--- config.mk ---
export PLATFORM = sky130hd
export DESIGN_NAME = usbh_irq_ctrl
export DESIGN_NICKNAME = d
export VERILOG_FILES = /design/src/rtl/usbh_irq_pkg.sv /design/src/rtl/usbh_sof_timer.sv /design/src/rtl/usbh_irq_status.sv /design/src/rtl/usbh_irq_regs.sv /design/src/rtl/usbh_irq_ctrl.sv
export SDC_FILE = /design/constraint.sdc
export NUM_CORES = 1
export LEC_CHECK = 0
export BUFFER_PORTS_ARGS = -buffer_cell sky130_fd_sc_hd__buf_2
export CAP_MARGIN = 20
export CORE_MARGIN = 4
export CORE_UTILIZATION = 30
export CTS_BUF_LIST = sky130_fd_sc_hd__clkbuf_2 sky130_fd_sc_hd__clkbuf_4 sky130_fd_sc_hd__clkbuf_8
export DETAILED_ROUTE_END_ITERATION = 8
export GPL_TIMING_DRIVEN = 0
export PLACE_DENSITY = 0.44
export SLEW_MARGIN = 5
export SYNTH_ARGS = -nofsm -noshare
export SYNTH_HDL_FRONTEND = slang
export SYNTH_SLANG_ARGS = --single-unit
--- constraint.sdc ---
create_clock -name clk -period 2.3 [get_ports clk]
set_input_delay 0.46 -clock clk [delete_from_list [all_inputs] [get_ports clk]]
set_output_delay 0.46 -clock clk [all_outputs]
set_load 0.05 [all_outputs]
--- src/rtl/usbh_irq_pkg.sv ---
package usbh_irq_pkg;
   localparam logic [7:0] ADDR_CTRL   = 8'h05;
   localparam logic [7:0] ADDR_IEN    = 8'h06;
   localparam logic [7:0] ADDR_ISTAT  = 8'h0D;
   localparam logic [7:0] ADDR_SOF_LO = 8'h0E;
   localparam logic [7:0] ADDR_SOF_HI = 8'h0F;

   localparam int BIT_DONE_A = 0;
   localparam int BIT_DONE_B = 1;
   localparam int BIT_SOF    = 4;
   localparam int BIT_PLUG   = 5;
   localparam int BIT_DETRES = 6;

   localparam logic [7:0] IRQ_IMPL_MASK = 8'h73;

   localparam int CTRL_SOF_RUN = 0;
   localparam int CTRL_RES_SEL = 6;
endpackage

--- src/rtl/usbh_sof_timer.sv ---
module usbh_sof_timer #(
   parameter int CNT_W = 14
) (
   input  logic             clk,
   input  logic             rst_n,
   input  logic             run,
   input  logic             tick,
   input  logic [CNT_W-1:0] reload,
   output logic             sof_pulse
);
   logic [CNT_W-1:0] cnt;

   always_ff @(posedge clk or negedge rst_n) begin
      if (!rst_n)
         cnt <= '0;
      else if (!run)
         cnt <= reload;
      else if (tick)
         cnt <= (cnt == '0) ? reload : cnt - 1'b1;
   end

   assign sof_pulse = run && tick && (cnt == '0);

   // a stopped timer sits at the reload value
   a_r8_hold_stopped: assert property (@(posedge clk) disable iff (!rst_n)
      !run |=> cnt == $past(reload));

   // every frame event reloads the counter
   a_r7_reload_on_sof: assert property (@(posedge clk) disable iff (!rst_n)
      sof_pulse |=> cnt == $past(reload));
endmodule

--- src/rtl/usbh_irq_status.sv ---
module usbh_irq_status #(
   parameter int         W    = 8,
   parameter logic [7:0] IMPL = 8'h73
) (
   input  logic         clk,
   input  logic         rst_n,
   input  logic [W-1:0] set_evt,
   input  logic [W-1:0] clr_req,
   output logic [W-1:0] status
);
   for (genvar i = 0; i < W; i++) begin : g_bit
      if (IMPL[i]) begin : g_live
         always_ff @(posedge clk or negedge rst_n) begin
            if (!rst_n)
               status[i] <= 1'b0;
            else if (set_evt[i])
               status[i] <= 1'b1;
            else if (clr_req[i])
               status[i] <= 1'b0;
         end

         // an event always leaves its bit set
         a_r2_event_sets: assert property (@(posedge clk) disable iff (!rst_n)
            set_evt[i] |=> status[i]);

         // a clear without a competing event drops the bit
         a_r4_clear_drops: assert property (@(posedge clk) disable iff (!rst_n)
            (clr_req[i] && !set_evt[i]) |=> !status[i]);
      end else begin : g_tied
         assign status[i] = 1'b0;
      end
   end
endmodule

--- src/rtl/usbh_irq_regs.sv ---
module usbh_irq_regs
   import usbh_irq_pkg::*;
#(
   parameter int CNT_W = 14
) (
   input  logic             clk,
   input  logic             rst_n,
   input  logic             wr,
   input  logic             rd,
   input  logic [7:0]       addr,
   input  logic [7:0]       wdata,
   input  logic [7:0]       status,
   output logic [7:0]       rdata,
   output logic             sof_run,
   output logic             res_sel,
   output logic [7:0]       ien,
   output logic [CNT_W-1:0] reload,
   output logic [7:0]       stat_clr
);
   localparam int HI_W  = CNT_W - 8;
   localparam int PAD_W = 8 - HI_W;

   logic [7:0]      rl_lo;
   logic [HI_W-1:0] rl_hi;

   always_ff @(posedge clk or negedge rst_n) begin
      if (!rst_n) begin
         sof_run <= 1'b0;
         res_sel <= 1'b0;
         ien     <= '0;
         rl_lo   <= '0;
         rl_hi   <= '0;
      end else if (wr) begin
         case (addr)
            ADDR_CTRL: begin
               sof_run <= wdata[CTRL_SOF_RUN];
               res_sel <= wdata[CTRL_RES_SEL];
            end
            ADDR_IEN:    ien   <= wdata & IRQ_IMPL_MASK;
            ADDR_SOF_LO: rl_lo <= wdata;
            ADDR_SOF_HI: rl_hi <= wdata[HI_W-1:0];
            default: ;
         endcase
      end
   end

   assign reload   = {rl_hi, rl_lo};
   assign stat_clr = (wr && addr == ADDR_ISTAT) ? wdata : 8'h00;

   always_comb begin
      rdata = 8'h00;
      if (rd) begin
         case (addr)
            ADDR_CTRL: begin
               rdata[CTRL_SOF_RUN] = sof_run;
               rdata[CTRL_RES_SEL] = res_sel;
            end
            ADDR_IEN:    rdata = ien;
            ADDR_ISTAT:  rdata = status;
            ADDR_SOF_LO: rdata = rl_lo;
            ADDR_SOF_HI: rdata = {{PAD_W{1'b0}}, rl_hi};
            default:     rdata = 8'h00;
         endcase
      end
   end

   // reserved enable bits never hold a 1
   a_r9_ien_reserved: assert property (@(posedge clk) disable iff (!rst_n)
      (ien & ~IRQ_IMPL_MASK) == 8'h00);
endmodule

--- src/rtl/usbh_irq_ctrl.sv ---
module usbh_irq_ctrl
   import usbh_irq_pkg::*;
#(
   parameter int CNT_W   = 14,
   parameter bit IRQ_REG = 1'b0
) (
   input  logic       clk,
   input  logic       rst_n,
   input  logic       wr,
   input  logic       rd,
   input  logic [7:0] addr,
   input  logic [7:0] wdata,
   output logic [7:0] rdata,
   input  logic       tick,
   input  logic       done_a,
   input  logic       done_b,
   input  logic       plug_evt,
   input  logic       detect_evt,
   input  logic       resume_evt,
   output logic       irq
);
   if (CNT_W < 9 || CNT_W > 15) begin : g_bad_cnt_w
      $error("usbh_irq_ctrl: CNT_W must lie in 9..15");
   end

   logic             sof_run, res_sel, sof_pulse;
   logic [7:0]       ien, status, stat_clr, evt;
   logic [CNT_W-1:0] reload;
   logic             pending;

   usbh_irq_regs #(.CNT_W(CNT_W)) u_regs (
      .clk(clk), .rst_n(rst_n), .wr(wr), .rd(rd), .addr(addr),
      .wdata(wdata), .status(status), .rdata(rdata), .sof_run(sof_run),
      .res_sel(res_sel), .ien(ien), .reload(reload), .stat_clr(stat_clr)
   );

   usbh_sof_timer #(.CNT_W(CNT_W)) u_sof (
      .clk(clk), .rst_n(rst_n), .run(sof_run && (reload != '0)),
      .tick(tick), .reload(reload), .sof_pulse(sof_pulse)
   );

   always_comb begin
      evt             = 8'h00;
      evt[BIT_DONE_A] = done_a;
      evt[BIT_DONE_B] = done_b;
      evt[BIT_SOF]    = sof_pulse;
      evt[BIT_PLUG]   = plug_evt;
      evt[BIT_DETRES] = res_sel ? resume_evt : detect_evt;
   end

   usbh_irq_status #(.W(8), .IMPL(IRQ_IMPL_MASK)) u_stat (
      .clk(clk), .rst_n(rst_n), .set_evt(evt), .clr_req(stat_clr),
      .status(status)
   );

   assign pending = |(status & ien);

   if (IRQ_REG) begin : g_irq_flop
      always_ff @(posedge clk or negedge rst_n) begin
         if (!rst_n) irq <= 1'b0;
         else        irq <= pending;
      end
   end else begin : g_irq_comb
      assign irq = pending;

      // without a write to status or enable the request cannot drop
      a_r3_irq_level_hold: assert property (@(posedge clk) disable iff (!rst_n)
         (irq && !(wr && (addr == ADDR_ISTAT || addr == ADDR_IEN))) |=> irq);
   end

   // unimplemented status bits stay 0
   a_r9_status_reserved: assert property (@(posedge clk) disable iff (!rst_n)
      (status & ~IRQ_IMPL_MASK) == 8'h00);

   // the unselected source never sets bit 6
   a_r6_unselected_src: assert property (@(posedge clk) disable iff (!rst_n)
      (!status[BIT_DETRES] && !(res_sel ? resume_evt : detect_evt))
      |=> !status[BIT_DETRES]);
endmodule

* Word level (Yosys, flattened, before mapping)
Index checks and enable logic that the tools add are counted.
** Word-level totals
- Register bits after elaboration :: 40
- Output and inout port bits :: 9
** Operators by class
- Add/sub/neg operators :: 1
- Multiplexer cells :: 20
- Bitwise gates (word level) :: 1
- Reduce and logical (&&, ||, !) cells :: 16
- Equal/unequal tests :: 6
** Operators by type and width (number)
- two-way mux 14 bit :: 3
- equality test 8 x 4 -> 1 bit, second input constant :: 3
- case mux 5 bit (4 select lines) :: 1
- equality test 8 x 3 -> 1 bit, second input constant :: 2
- zero test 14 bit :: 1
- nonzero test 14 bit :: 1
- subtractor 14 x 1 -> 14 bit, second input constant :: 1
- two-way mux 1 bit :: 12
- nonzero test 2 bit :: 5
- two-way mux 8 bit :: 1
- AND reduction 2 bit :: 4
- OR reduction 8 bit :: 1
- bitwise AND 7 bit :: 1
- two-way mux 7 bit :: 1
- case mux 1 bit (5 select lines) :: 1
- logical AND 1 bit :: 4
- case mux 1 bit (4 select lines) :: 1
- != test 2 bit, second input constant :: 1

* Logic depth before layout (Yosys ltp)
Gate-level depths: netlist of run 1.
- Depth after elaboration :: 5
- Depth in mapped cells :: 7
- Depth with buffers taken out :: 6

* Hierarchy
From an unflattened synthesis of run 1, not the netlist that was laid out.
** Unflattened totals
- Cells, all modules :: 265
- Area total of the unflattened synthesis :: 2602.5 um2
** By module, submodules not included
- usbh_irq_regs :: cells an instance 123, area an instance 1335.0 um2, instances 1
- usbh_sof_timer :: cells an instance 110, area an instance 973.4 um2, instances 1
- usbh_irq_status :: cells an instance 19, area an instance 207.7 um2, instances 1
- usbh_irq_ctrl :: cells an instance 13, area an instance 86.3 um2, instances 1

* Least setup slack after synthesis of run 1
Ideal clock, no wire load.
- Path type :: input port to output port
- Start :: input port addr[4]
- End :: output port rdata[7]
- Path buffers :: 0
- Data arrival time :: 3.005 ns
- Data required time :: 1.840 ns
- Stages :: 4
- Setup slack :: -1.165 ns
- Path through :: or4b_1 nor2_1 nand2_1 nor4b_1
** Between the ends
- Cells in the longest elaborated chain, start to end :: 3
** Ends and longest elaborated chain
- from (decl) :: line usbh_irq_ctrl.sv:11 : input logic [7:0] addr,
- equality test 8 x 4 -> 1 bit :: line usbh_irq_regs.sv:53 : case (addr)
- two-way mux 1 bit :: line usbh_irq_regs.sv:53
- two-way mux 8 bit :: line usbh_irq_regs.sv:52 : if (rd) begin
- to (decl) :: line usbh_irq_ctrl.sv:13 : output logic [7:0] rdata,
Every way passes these cells.

* Worst setup path after layout of run 1
- Start :: input port addr[6]
- End :: output port rdata[1]
** Between the ends
- Cells in the longest elaborated chain, start to end :: 3
- Elaborated cells on any way between the ends :: 6
- Those cells by class :: eq/ne: 4; mux: 2
** Ends and longest elaborated chain (line)
- equality test 8 x 4 -> 1 bit / equality test 8 x 3 -> 1 bit (equally long branches)
- case mux 5 bit (4 select lines) (*) :: usbh_irq_regs.sv:53
- two-way mux 8 bit (*) :: usbh_irq_regs.sv:52
Every way passes the cells marked *; elsewhere a longest branch is shown, timed or not.

==> results of run 1 <==
## metal layers
layer  part of all wire [%]  up-vias  global-route usage, %
met1                     46     1023                   21.5
met5                      0        -                      0
li1                       -      960                      -
met4                    1.3        0                   4.27
met3                    3.9        6                   3.99
met2                     49       40                   26.7
## synthesized netlist by cell type (all sizes together), types with 3 or more instances
| cell type | instances |
|---|---|
| dfrtp | 40 |
| mux2 | 21 |
| nor2 | 15 |
| nand2 | 9 |
| o2bb2ai | 9 |
| mux2i | 8 |
| nor3 | 8 |
| a21oi | 7 |
| buf | 7 |
| nand4 | 7 |
| o21ai | 6 |
| o22a | 6 |
| a21o | 5 |
| inv | 5 |
| nor4 | 5 |
| or4 | 5 |
| nor2b | 4 |
| a22oi | 3 |
| a32oi | 3 |
| clkbuf | 3 |
| nand2b | 3 |
| or3 | 3 |
## area by class of cell
cell class	instances	area [µm²]
plain buffers	10	66.3
clock buffers	7	96.3
fillers	731	4340
inverters	5	18.8
multi-input cells	164	1400
flip-flops and latches	40	1000
well taps	99	124
repair buffers	44	362
## cells by family (layout without fill, tap and decap cells)
group                      count (synthesis)  count (layout)  synth area share (%)
and+or+nand+nor                           75              75                  19.2
AOI/OAI and AO/OA                         57              57                  19.9
DFF                                       40              40                  42.9
muxes                                     29              29                  13.6
buffers and inverters                     15              66                  3.11
xor gates and xnor gates                   2               2                 0.752
adders and majority gates                  1               1                 0.537
## what timing repair did
action	in CTS	in global routing
pin swaps	10	6
endpoints found under the hold margin	0	0
endpoints found under the setup margin	15	17
gates resized for setup	25	8
setup buffers	9	1
## worst register-to-register path: cells and delay by family (launching register included)
kind,cells,cell delay (ns)
AOI/OAI and AO/OA,3,0.76
and+or+nand+nor,1,0.58
DFF,1,0.46
buffers and inverters,1,0.22
## path summary, 6_finish.rpt
path                                  startpoint          endpoint  slack [ns]  depth (start not counted)
worst max-delay path                     addr[6]          rdata[1]       -0.04                          7
min in group clk                          done_a  u_stat.status[0]        0.34                          2
worst min register to register  u_stat.status[1]  u_stat.status[1]        0.54                          1
worst min-delay path                       rst_n      u_sof.cnt[3]        0.13                          1
worst max register to register   u_regs.rl_lo[0]      u_sof.cnt[9]        0.15                          5
max in group asynchronous                  rst_n   u_regs.rl_hi[2]        1.68                          2
## stage by stage
step	util, %	hold slack (ns)	area [µm²]
2_1_floorplan	-	0.164	2410
3_3_place_gp	36.5	0.510	2700
3_5_place_dp	36.5	0.512	2700
4_1_cts	40.4	0.336	3000
5_1_grt	41.4	0.156	3060
6_report	41.4	0.132	3060
## sequential cells by signal, indices dropped and copies added, names as in the netlist
register	count
u_regs.ien	5
u_regs.res_sel	1
u_regs.rl_hi	6
u_regs.rl_lo	8
u_regs.sof_run	1
u_sof.cnt	14
u_stat.status	5
## power by group
group | leakage [nW] | internal (mW) | switching (mW)
clock | 0.0503 | 0.268 | 0.255
combinational | 0.803 | 0.180 | 0.256
sequential | 0.530 | 0.744 | 0.0561
==> metrics.csv, run 1 <==
stage;metric;value;unit
placed_design;dp_slack;-0.565;ns
layout;syn2layout_area_growth;31.5;%
sta;slew_viol_final;0;
worst_setup_path;cpMostUsedCell;nor2_4;
drt;via_per_inst;5.50;
clocking;clk_latency;0.30;ns
synth;synth_cell_type_count;58;
synth;synth-edff-count;0;
sta;setup_ws;-0.0378;ns
sta;hold_viol_final;0;
worst_setup_path;end_kind;output pin;
worst_setup_path;crit_fanout;4;
power_and_ir_drop;p_leak;1.38;nW
layout;final_cells;369;
worst_setup_path;path_class;input port to output pin;
die;initial_core_util;31.5;%
drt;post_drt_wl_per_cell;18.8;µm
sta;clock_skew;0.00985;ns
power_and_ir_drop;powerDensity;574;nW/µm²
worst_setup_path;worstPathRequired;1.84;ns
placed_design;place.gp.congestion;0.797;
clocking;cts_tree;done;
synth;yosysTopAreaCellShare;42.9;%
global_routing;grt_pass1_wl;11.4;mm
layout;final_nets;297;
min_path;holdCritPathClass;input port to asynchronous set/reset pin;
synth;ys_warn_count;0;
sta;tightest_slew;0.690;ns
drt;drc;0;
drt;vias;2029;
clocking;clk_pin_slew;0.08;ns
global_routing;antenna_found_initial;0;
die;core;7410;µm²
die;die_h;96.1;µm
synth;syn_area;2330;µm²
layout;final_common_cell;dfrtp_1;
worst_setup_path;max_stage_delay;0.58;ns
drt;antenna_left;0;
clocking;h-tree-depth;2;
global_routing;grt_pass1_vias;2098;
worst_setup_path;worstPathArrival;1.88;ns
die;die_w;96.1;µm
drt;first_pass_iters;4;
placed_design;dp_cells;351;
die;placementRows;31;
power_and_ir_drop;p_total;1.76;mW
die;die_area;9240;µm²
layout;final_cell_mix;40 x dfrtp_1, 26 x buf_2, 21 x mux2_2;
worst_setup_path;crit_buf_inv;3;
synth;synth_area_leaders;dfrtp_1 43%, mux2_2 10%, mux2i_1 3.4%;
placed_design;portBuffers;33;
run_status;violations;setup timing;
global_routing;grt_usage;16.4;%
flow_run;maxCapViolCount;0;
power_and_ir_drop;ir_drop;0.000221;V
sta;setup_viol;5;
clocking;clock_sinks;40;
global_routing;grt_max_degree;41;
worst_setup_path;crit_path_top_delay_cell;or4b_4;
sta;rsz0062_at_grt;yes;
synth;syn-instance-count;219;
layout;diodes;0;
clocking;numCtsBuffers;5;
sta;fmax;0.428;GHz
sta;period_share;102;%
synth;yosysSeqAreaShare;42.9;%
synth;synth_nets;246;
worst_setup_path;path_cells;buf_6 -> or4b_4 -> nor2_4 -> o211ai_1 -> buf_4 -> nor2_4 -> buf_8;
sta;min_period;2.34;ns
worst_setup_path;critPathTopFamily;simple AND/OR/NAND/NOR gates;
synth;ys.flop_type;dfrtp_1;
drt;wl;6.95;mm
die;io_pins;35;
synth;async_flop_share;100;%
drt;first_iter_violations;84;
worst_setup_path;setup.worst_path.start_class;input port;
layout;drive_gt1_share;37.8;%
run_status;outcome;complete, but fails checks;
synth;ys_ff_latch;40;
synth;syn_area_per_cell;10.6;µm²
synth;yosys.area.top_type;dfrtp_1;
clocking;cts.path.max_buffers;2;
sta;setup_tns;-0.0974;ns
clocking;cts_hold_buffers;0;
placed_design;hpwl;4.84;mm
global_routing;overflow;0;
clocking;clockRootBuffer;clkbuf_8;
sta;relSlewSlack;53.6;%
Power figures use the tool's default switching activity.
==> run 2: changes to the inputs <==
BUFFER_PORTS_ARGS = not set   (was -buffer_cell sky130_fd_sc_hd__buf_2)
DONT_BUFFER_PORTS = 1   (was not set)
PLACE_DENSITY = 0.41   (was 0.44)
==> run 2 against run 1 <==
The run still ends with setup timing left. Sequential share of layout area rose by 2.0 points. Total power is 4.3% higher. Count of clock-buffer cells in the layout stayed put. Flip-flop and latch count unchanged. Largest cell class unchanged.
==> metrics.csv, run 2 (synthesized netlist as in run 1, its figures left out) <==
stage;metric;value;unit
run_status;outcome;complete, but fails checks;
run_status;violations;setup timing;
power_and_ir_drop;p_sw;0.546;mW
power_and_ir_drop;p_clk_share;34.4;%
sta;setup_tns;-0.292;ns
power_and_ir_drop;p_leak;1.23;nW
sta;clock_skew;0.00757;ns
die;initial_core_util;31.5;%
power_and_ir_drop;seq_power_share;43.7;%
layout;diodes;0;
clocking;h-tree-depth;2;
sta;slew_viol_final;0;
power_and_ir_drop;p_total;1.83;mW
placed_design;placed_cell_area;2540;µm²
sta;min_period;2.38;ns
worst_setup_path;end_kind;output pin;
drt;wl_met1;2.94;mm
drt;first_pass_iters;4;
drt;drc;0;
clocking;cts_tree;done;
global_routing;grt_max_degree;41;
die;die_w;96.1;µm
layout;final_common_cell;dfrtp_1;
clocking;clock_sinks;40;
worst_setup_path;ff2ff_setup_slack;0.23;ns
worst_setup_path;worstPathRequired;1.84;ns
drt;wl_met2;3.47;mm
die;io_pins;35;
power_and_ir_drop;combPwrFrac;21.9;%
die;placementRows;31;
drt;wl_met3;287;µm
die;core;7410;µm²
power_and_ir_drop;switching_share;29.8;%
sta;holdWs;0.00709;ns
worst_setup_path;setup.worst_path.start_class;input port;
layout;final_cell_mix;40 x dfrtp_1, 21 x mux2_2, 11 x buf_4;
worst_setup_path;path_class;input port to output pin;
drt;vias;1893;
clocking;clk_pin_slew;0.08;ns
clocking;numCtsBuffers;5;
sta;fmax;0.420;GHz
sta;setup_ws;-0.0815;ns
sta;period_share;104;%
layout;postLayoutCellArea;2880;µm²
drt;first_iter_violations;54;
flow_run;maxCapViolCount;0;
clocking;clockRootBuffer;clkbuf_8;
placed_design;portBuffers;0;
layout;largest_reg_flops;14;
global_routing;grt_pass1_wl;11.1;mm
die;die_area;9240;µm²
global_routing;grt_pass1_vias;2006;
layout;drive_gt1_share;30.1;%
sta;relSlewSlack;51.2;%
layout;final_nets;265;
sta;setup_viol;7;
global_routing;grt_usage;16.1;%
drt;antenna_left;0;
power_and_ir_drop;ir_drop;0.000200;V
worst_setup_path;r2r_end;u_sof.cnt[1];
placed_design;hpwl;5.00;mm
drt;post_drt_wl_per_cell;20.3;µm
global_routing;overflow;0;
global_routing;antenna_found_initial;0;
power_and_ir_drop;internal_power;1.29;mW
clocking;clk_latency;0.29;ns
worst_setup_path;r2r_start;u_sof.cnt[7];
power_and_ir_drop;powerDensity;636;nW/µm²
sta;tightest_slew;0.729;ns
min_path;holdCritPathClass;input port to asynchronous set/reset pin;
drt;via_per_inst;5.60;
worst_setup_path;r2r_cells;5;
layout;syn2layout_area_growth;23.7;%
sta;rsz0062_at_grt;yes;
layout;reg_top3;u_sof.cnt (14), u_regs.rl_lo (8), u_regs.rl_hi (6);
layout;largest_register;u_sof.cnt;
placed_design;place.gp.congestion;0.808;
drt;wl;6.86;mm
clocking;cts.path.max_buffers;2;
sta;hold_viol_final;0;
drt;top_layer;met4;
worst_setup_path;crit_fanout;3;
layout;fin_util;38.9;%
worst_setup_path;worstPathArrival;1.92;ns
die;die_h;96.1;µm
==> run 2: timing repair <==
action | CTS | global route
pin swaps | 11 | 12
gates resized for setup | 3 | 11
endpoints found under the hold margin | 40 | 0
buffers inserted | 8 | 4
gates cloned | 0 | 0
setup endpoints to repair | 16 | 15
hold buffers | 1 | 0
==> run 2: worst max path at each step <==
stage | start | to | slack [ns] | depth (start not counted)
finish | addr[6] | rdata[7] | -0.08 | 4
floorplan | addr[4] | rdata[1] | -0.08 | 4
global placement | addr[4] | rdata[0] | -0.37 | 4
CTS | addr[6] | rdata[7] | -0.12 | 4
global route | addr[6] | rdata[7] | -0.11 | 4
detailed placement | addr[4] | rdata[0] | -0.37 | 4
==> run 2: area by class of cell <==
| cell class | instances | area [µm²] |
|---|---|---|
| fill | 733 | 4520 |
| multi-input combinational | 164 | 1430 |
| inverter | 5 | 18.8 |
| timing repair buffer | 13 | 130 |
| clock buffer | 7 | 96.3 |
| buffer | 9 | 51.3 |
| sequential | 40 | 1000 |
| tap | 99 | 124 |
| clock inverter | 1 | 30.0 |
==> run 2: worst max-delay path, cell delays in order <==
cell and delay, ns:
or4b_4 0.58, nor2_4 0.17, nand2_4 0.08, nor4b_4 0.63
==> run 2: power groups by stage <==
stage / Sequential (mW) / Clock [mW] / Combinational (mW)
2_1_floorplan: 0.792 / 0 / 0.292
3_3_place_gp: 0.811 / 0 / 0.369
3_5_place_dp: 0.812 / 0 / 0.368
4_1_cts: 0.797 / 0.650 / 0.395
5_1_grt: 0.810 / 0.678 / 0.450
6_report: 0.802 / 0.632 / 0.401
==> run 2: stage by stage <==
stage	worst slack, ns	std cells
CTS	-0.119	334
global route	-0.112	338
finish	-0.0815	338
detailed placement	-0.369	318
floorplan	-0.0780	219
global placement	-0.372	318
==> run 2: layer usage <==
metal,vias to the layer above,global-route usage (%)
met1,934,19.0
met5,-,0
met4,0,4.74
met3,14,4.69
li1,901,-
met2,44,28.2
